## config.mk

```make
export PLATFORM = sky130hd
export DESIGN_NAME = pulse_tx_serializer
export DESIGN_NICKNAME = d
export VERILOG_FILES = /design/src/rtl/ptx_pkg.sv /design/src/rtl/ptx_stamp_clock.sv /design/src/rtl/ptx_fetch.sv /design/src/rtl/ptx_shifter.sv /design/src/rtl/pulse_tx_serializer.sv
export SDC_FILE = /design/constraint.sdc
export NUM_CORES = 1
export LEC_CHECK = 0
export BUFFER_PORTS_ARGS = -buffer_cell sky130_fd_sc_hd__buf_4
export CORE_ASPECT_RATIO = 1.4
export CORE_MARGIN = 2
export CORE_UTILIZATION = 25
export DETAILED_ROUTE_END_ITERATION = 10
export PLACE_DENSITY = 0.53
export SETUP_SLACK_MARGIN = 0.3
export SYNTH_ARGS = -nofsm -noshare
export SYNTH_HDL_FRONTEND = slang
export SYNTH_SLANG_ARGS = --single-unit
```

## constraint.sdc

```tcl
create_clock -name clk -period 2.55 [get_ports clk]
set_clock_uncertainty 0.2 [all_clocks]
set_input_delay 0 -clock clk [delete_from_list [all_inputs] [get_ports clk]]
set_output_delay 0 -clock clk [all_outputs]
set_load 0.01 [all_outputs]
```

## src/rtl/ptx_pkg.sv

```systemverilog
package ptx_pkg;

    localparam int unsigned BUF_BYTES   = 2048;
    localparam int unsigned BYTE_W      = 8;
    localparam int unsigned STAMP_W     = 16;
    localparam int unsigned ADDR_W      = $clog2(BUF_BYTES);
    localparam int unsigned CNT_W       = ADDR_W + 1;
    localparam int unsigned STAMP_BYTES = STAMP_W / BYTE_W;
    localparam int unsigned BITPOS_W    = $clog2(BYTE_W);

    typedef logic [ADDR_W-1:0]   addr_t;
    typedef logic [CNT_W-1:0]    cnt_t;
    typedef logic [BYTE_W-1:0]   byte_t;
    typedef logic [STAMP_W-1:0]  stamp_t;
    typedef logic [BITPOS_W-1:0] bitpos_t;

    typedef enum logic [1:0] {
        PTX_IDLE  = 2'd0,
        PTX_PRIME = 2'd1,
        PTX_SEND  = 2'd2
    } ptx_state_e;

    typedef struct packed {
        addr_t base;
        cnt_t  count;
        logic  stamp_en;
    } ptx_cfg_t;

    // Byte slots in a frame: buffer bytes plus the trailing timestamp bytes.
    function automatic cnt_t slot_total(input ptx_cfg_t c);
        return c.count + (c.stamp_en ? cnt_t'(STAMP_BYTES) : cnt_t'(0));
    endfunction

    function automatic logic frame_empty(input ptx_cfg_t c);
        return (c.count == '0) && !c.stamp_en;
    endfunction

    // Timestamp byte k, counted from the most significant end.
    function automatic byte_t stamp_byte(input stamp_t s, input int unsigned k);
        return s[(STAMP_BYTES - 1 - k) * BYTE_W +: BYTE_W];
    endfunction

endpackage

```

## src/rtl/ptx_stamp_clock.sv

```systemverilog
module ptx_stamp_clock
    import ptx_pkg::*;
(
    input  logic   clk,
    input  logic   rst,
    input  logic   bit_tick,
    input  logic   capture,
    output stamp_t stamp_q
);
    stamp_t free_q;

    always_ff @(posedge clk) begin
        if (rst) begin
            free_q  <= '0;
            stamp_q <= '0;
        end else begin
            if (bit_tick) free_q <= free_q + 1'b1;
            if (capture)  stamp_q <= free_q;
        end
    end
endmodule

```

## src/rtl/ptx_fetch.sv

```systemverilog
module ptx_fetch
    import ptx_pkg::*;
(
    input  logic     clk,
    input  logic     rst,
    input  logic     init,
    input  ptx_cfg_t cfg,
    input  stamp_t   stamp,
    input  logic     req,
    input  logic     consume,
    input  byte_t    mem_rd_data,
    output logic     mem_rd_en,
    output addr_t    mem_addr,
    output byte_t    hold_byte,
    output logic     hold_valid
);
    addr_t addr_q;
    cnt_t  idx_q;
    cnt_t  total_q;
    cnt_t  count_q;
    logic  cap_q;
    logic  more;

    assign more = (idx_q < total_q);

    always_ff @(posedge clk) begin
        if (rst) begin
            addr_q     <= '0;
            idx_q      <= '0;
            total_q    <= '0;
            count_q    <= '0;
            cap_q      <= 1'b0;
            mem_rd_en  <= 1'b0;
            mem_addr   <= '0;
            hold_byte  <= '0;
            hold_valid <= 1'b0;
        end else begin
            mem_rd_en <= 1'b0;
            cap_q     <= mem_rd_en;
            if (consume) hold_valid <= 1'b0;
            if (init) begin
                addr_q     <= cfg.base;
                idx_q      <= '0;
                total_q    <= slot_total(cfg);
                count_q    <= cfg.count;
                hold_valid <= 1'b0;
            end else if (req && more) begin
                if (idx_q < count_q) begin
                    mem_rd_en <= 1'b1;
                    mem_addr  <= addr_q;
                    addr_q    <= addr_q + 1'b1;
                end else begin
                    hold_byte  <= stamp_byte(stamp, int'(idx_q - count_q));
                    hold_valid <= 1'b1;
                end
                idx_q <= idx_q + 1'b1;
            end
            if (cap_q) begin
                hold_byte  <= mem_rd_data;
                hold_valid <= 1'b1;
            end
        end
    end
endmodule

```

## src/rtl/ptx_shifter.sv

```systemverilog
module ptx_shifter
    import ptx_pkg::*;
(
    input  logic  clk,
    input  logic  rst,
    input  logic  load,
    input  logic  shift,
    input  logic  clear,
    input  byte_t byte_in,
    output logic  bit_out,
    output logic  last_bit
);
    byte_t   sh_q;
    bitpos_t left_q;

    assign last_bit = (left_q == '0);

    always_ff @(posedge clk) begin
        if (rst) begin
            sh_q    <= '0;
            left_q  <= '0;
            bit_out <= 1'b0;
        end else if (clear) begin
            bit_out <= 1'b0;
            left_q  <= '0;
        end else if (load) begin
            bit_out <= byte_in[BYTE_W-1];
            sh_q    <= {byte_in[BYTE_W-2:0], 1'b0};
            left_q  <= bitpos_t'(BYTE_W - 1);
        end else if (shift) begin
            bit_out <= sh_q[BYTE_W-1];
            sh_q    <= {sh_q[BYTE_W-2:0], 1'b0};
            left_q  <= left_q - 1'b1;
        end
    end
endmodule

```

## src/rtl/pulse_tx_serializer.sv

```systemverilog
module pulse_tx_serializer
    import ptx_pkg::*;
(
    input  logic              clk,
    input  logic              rst,
    input  logic              bit_tick,
    input  logic              start,
    input  logic [ADDR_W-1:0] cfg_base,
    input  logic [CNT_W-1:0]  cfg_len,
    input  logic              cfg_stamp_en,
    output logic              mem_rd_en,
    output logic [ADDR_W-1:0] mem_addr,
    input  logic [BYTE_W-1:0] mem_rd_data,
    output logic              pulse_en,
    output logic              on_air,
    output logic              busy,
    output logic              done
);
    ptx_state_e state_q, state_d;
    ptx_cfg_t   cfg_in;
    stamp_t     stamp_q;
    byte_t      hold_byte;
    logic       hold_valid;
    logic       last_bit;
    logic       accept, kick_q;
    logic       load, shift, clear, consume, finish, req;
    logic       on_air_q, done_q;

    assign cfg_in = '{base: cfg_base, count: cfg_len, stamp_en: cfg_stamp_en};
    assign accept = (state_q == PTX_IDLE) && start && !frame_empty(cfg_in);
    assign req    = kick_q || load;

    always_comb begin
        state_d = state_q;
        load    = 1'b0;
        shift   = 1'b0;
        clear   = 1'b0;
        consume = 1'b0;
        finish  = 1'b0;
        case (state_q)
            PTX_IDLE: begin
                if (accept) state_d = PTX_PRIME;
            end
            PTX_PRIME: begin
                if (bit_tick && hold_valid) begin
                    load    = 1'b1;
                    consume = 1'b1;
                    state_d = PTX_SEND;
                end
            end
            PTX_SEND: begin
                if (bit_tick) begin
                    if (!last_bit) begin
                        shift = 1'b1;
                    end else if (hold_valid) begin
                        load    = 1'b1;
                        consume = 1'b1;
                    end else begin
                        clear   = 1'b1;
                        finish  = 1'b1;
                        state_d = PTX_IDLE;
                    end
                end
            end
            default: state_d = PTX_IDLE;
        endcase
    end

    always_ff @(posedge clk) begin
        if (rst) begin
            state_q  <= PTX_IDLE;
            kick_q   <= 1'b0;
            on_air_q <= 1'b0;
            done_q   <= 1'b0;
        end else begin
            state_q <= state_d;
            kick_q  <= accept;
            done_q  <= finish;
            if (load)        on_air_q <= 1'b1;
            else if (finish) on_air_q <= 1'b0;
        end
    end

    ptx_stamp_clock u_stamp (
        .clk      (clk),
        .rst      (rst),
        .bit_tick (bit_tick),
        .capture  (accept),
        .stamp_q  (stamp_q)
    );

    ptx_fetch u_fetch (
        .clk         (clk),
        .rst         (rst),
        .init        (accept),
        .cfg         (cfg_in),
        .stamp       (stamp_q),
        .req         (req),
        .consume     (consume),
        .mem_rd_data (mem_rd_data),
        .mem_rd_en   (mem_rd_en),
        .mem_addr    (mem_addr),
        .hold_byte   (hold_byte),
        .hold_valid  (hold_valid)
    );

    ptx_shifter u_shift (
        .clk      (clk),
        .rst      (rst),
        .load     (load),
        .shift    (shift),
        .clear    (clear),
        .byte_in  (hold_byte),
        .bit_out  (pulse_en),
        .last_bit (last_bit)
    );

    assign on_air = on_air_q;
    assign done   = done_q;
    assign busy   = (state_q != PTX_IDLE);

endmodule

```

==> qor.csv <==
stage,metric,value,unit
yosys,Synth Area per Inst,8.35,µm²
clocking,Skew-Pair Late Insertion Delay,0.42,ns
sta,Max Clk Rate,403,MHz
sta,count of final setup violators,0,
clocking,CTS buffer count,17,
hold_path,Hold Crit Start,cfg_len[4],
clocking,Sink Count,116,
critical_path,"most used cell, CP",buf_4,
sta,fin. max-slew vios,0,
power,total power,6.42,mW
layout,Fill cells,2404,
clocking,CTS tree,yes,
critical_path,Worst path slowest cell,a2111oi_4,
yosys,Synth Flop Type,dfxtp_1,
run,max_cap viols,0,
clocking,H-tree level count,4,
placed_design,port buffer count,51,
clocking,CTS Buffer Depth,2,
layout,Area Overhead vs Synth,45.9,%
critical_path,CP max stage delay,0.45,ns
detailed_routing,first drt pass iteration count,5,
critical_path,crit-path cells,"inv_2, ha_4, nor2b_4, o211ai_1, buf_4, a2111oi_4, buf_4, nor3_2, buf_6, a211oi_1, nor4_1",
power,Clock Power Share,33.5,%
critical_path,critical path data arrival time,2.58,ns
power,Pleak,3.26,nW
critical_path,crit path launch,u_fetch.total_q[1],
sta,Slew @ Worst Pin,0.624,ns
critical_path,Crit path required time,2.64,ns
power,Seq pwr share,33.2,%
run_status,status,finished clean,
yosys,post-synthesis cell type count,50,
sta,Final Cycle Share,97.4,%
die,Ports,52,
die,Die Span Y,185,µm
yosys,"EDFF count, synth",0,
placed_design,HPWL Detailed,11400,µm
detailed_routing,ANT nets after route,0,
global_routing,vias in the first global route,5396,
power,Combinational Power Share,33.2,%
yosys,ys async rst share,0,%
detailed_routing,Wirelength per Cell,14.5,µm
detailed_routing,DRC Markers,0,
layout,layout cells sized above 1,29.0,%
global_routing,GRT Total Usage,13.8,%
detailed_routing,WL final,16800,µm
critical_path,CP max FO,7,
critical_path,Worst Setup End Kind,flop,
placed_design,routability cong.,0.783,
sta,RSZ-0062 raised after global routing,yes,
power,Worst IR Drop VDD,488,µV
yosys,cells after synthesis,703,
die,DIE AREA,24800,µm²
clocking,Clock Pin Slew Worst Setup and Hold Paths,0.05,ns
critical_path,r2r setup slk,0.07,ns
power,Pint,4.27,mW
detailed_routing,Via-to-Cell Ratio,4.68,
critical_path,Setup CP Type,flop to flop,
yosys,post-synth top area share,39.5,%
layout,"commonest non-fill, non-tap cell in the layout",dfxtp_1,
detailed_routing,initial DRC count,277,
yosys,top cell type by total area after synthesis,dfxtp_1,
yosys,synthesized cell area,5870,µm²
layout,Antenna diodes,0,
die,Starting Density,25.4,%
critical_path,FF-to-FF Start,u_fetch.total_q[1],
hold_path,min-delay worst type,input port to flop,
clocking,root buffer cell,clkbuf_16,
critical_path,crit path launch type,flop,
die,Rows,66,
layout,post-layout util,37.1,%
yosys,syn_nets,775,
global_routing,largest net degree at the start of global routing,48,
layout,# nets final,910,
power,P_sw,2.15,mW
die,die width,134,µm
sta,minimum clock period,2.48,ns
power,power per cell area,750,nW/µm²
global_routing,initial antenna violation count,0,
sta,Fin Hold WS,0.0327,ns
sta,Slew headroom,58.4,%
die,core box area,23100,µm²
yosys,synth warn,0,
power,switching share of power,33.5,%
detailed_routing,vias after detailed routing,5416,
layout,Multi-input gate area,3870,µm²
yosys,"Seq/Total Area, Yosys",39.5,%
layout,Sequential Area,2350,µm²
yosys,#FFs+latches synth,116,
global_routing,global-route wire length before repair,26900,µm
yosys,most area-consuming cells after synthesis,"dfxtp_1 (40%), ha_1 (7.5%), nand2_1 (6.2%)",
sta,"Hold Vio Cnt, Final",0,
layout,most frequent cells in the layout,"dfxtp_1 (100), nand2_1 (92), buf_4 (91)",
global_routing,gr ovfl total,0,
-- repair_timing --
action,4_1_cts,5_1_grt
pin swaps,42,21
setup buffers,11,6
endpoints found under the hold margin,66,0
hold buffers,40,0
setup endpoints to repair,42,78
cloned,3,1
resized for setup,89,38
-- power by group through the flow --
stage                     Sequential, mW  Combinational [mW]  Clock [mW]
after floorplan                     2.13                1.01           0
after global placement              2.15                1.53           0
after detailed placement            2.15                1.55           0
after CTS                           2.13                1.99        2.19
after global routing                2.16                2.31        2.28
final                               2.14                2.13        2.16
-- routing by layer --
layer	share of wire, %	wire length, µm	track usage (%)	up-vias
met5	0	0	0	-
li1	-	-	-	2756
met4	2.2	370	5.62	0
met2	55	9200	26.6	76
met3	2.1	350	2.71	26
met1	41	6880	14.6	2558
-- area by class of cell --
| class | instances | share of cell area (%) |
|---|---|---|
| clock inverters | 9 | 0.657 |
| inverters | 34 | 1.49 |
| flip-flops and latches | 116 | 27.4 |
| multi-input cells | 518 | 45.2 |
| well taps | 306 | 4.47 |
| clock buffers | 23 | 5.46 |
| repair buffers | 151 | 15.3 |
-- flip-flops by register name (all words and copies together), names as in the netlist, 2 cells and up --
signal             cells
u_stamp.free_q        16
u_stamp.stamp_q       16
u_fetch.count_q       12
u_fetch.idx_q         12
u_fetch.addr_q        11
u_fetch.mem_addr      11
u_fetch.total_q       11
u_fetch.hold_byte      8
u_shift.sh_q           7
u_shift.left_q         3
state_q                2
-- final timing paths --
kind,cells after the start,to
max reg2reg,11,u_fetch.addr_q[7]
min,6,u_fetch.total_q[6]
max,11,u_fetch.addr_q[7]
min reg2reg,2,u_stamp.stamp_q[5]
-- worst max-delay path: cells and delay by family (launching register included) --
family,cells,cell delay [ns]
adder cells (fa/ha/maj),1,0.25
AO/OA/AOI/OAI,3,0.78
buffers and inverters,4,0.55
flip-flops,1,0.33
AND/OR/NAND/NOR,3,0.25
-- stage by stage --
stage          worst slack (ns)  TNS [ns]  cells  cell area (µm²)
2_1_floorplan            0.0664         0    703             5990
3_3_place_gp            -0.0928    -0.219   1064             6910
3_5_place_dp             -0.103    -0.686   1064             6910
5_1_grt                 -0.0169   -0.0457   1157             8570
6_report                 0.0668         0   1157             8570
4_1_cts                  0.0402         0   1150             8360
-- cell families (layout without fill, tap and decap cells) --
| group | Yosys count | in the layout | synth area share (%) |
|---|---|---|---|
| AND/OR/NAND/NOR | 295 | 298 | 24.7 |
| AO/OA/AOI/OAI | 125 | 125 | 13.7 |
| flip-flops | 116 | 116 | 39.5 |
| buffers and inverters | 72 | 217 | 4.62 |
| adder cells (fa/ha/maj) | 36 | 36 | 7.80 |
| XOR/XNOR | 30 | 30 | 4.47 |
| multiplexers | 29 | 29 | 5.11 |
-- Yosys cell counts, drive strengths merged (2+ instances only) --
cell / number
o31ai: 6
a311oi: 12
xor2: 20
xnor2: 10
nand2b: 27
o2111ai: 2
nand4: 14
and4: 3
a21oi: 51
a211oi: 18
mux2i: 21
a21o: 4
mux2: 8
o211ai: 7
ha: 35
buf: 8
or4: 9
nor2b: 4
inv: 33
nor4: 6
or2: 2
nand2: 97
dfxtp: 116
o21ai: 15
a211o: 2
nand4b: 8
nand3b: 3
and3: 7
nor2: 67
nor3: 14
nand3: 27
or3: 5
clkbuf: 30
No activity file was read; power rests on OpenSTA's default activity.
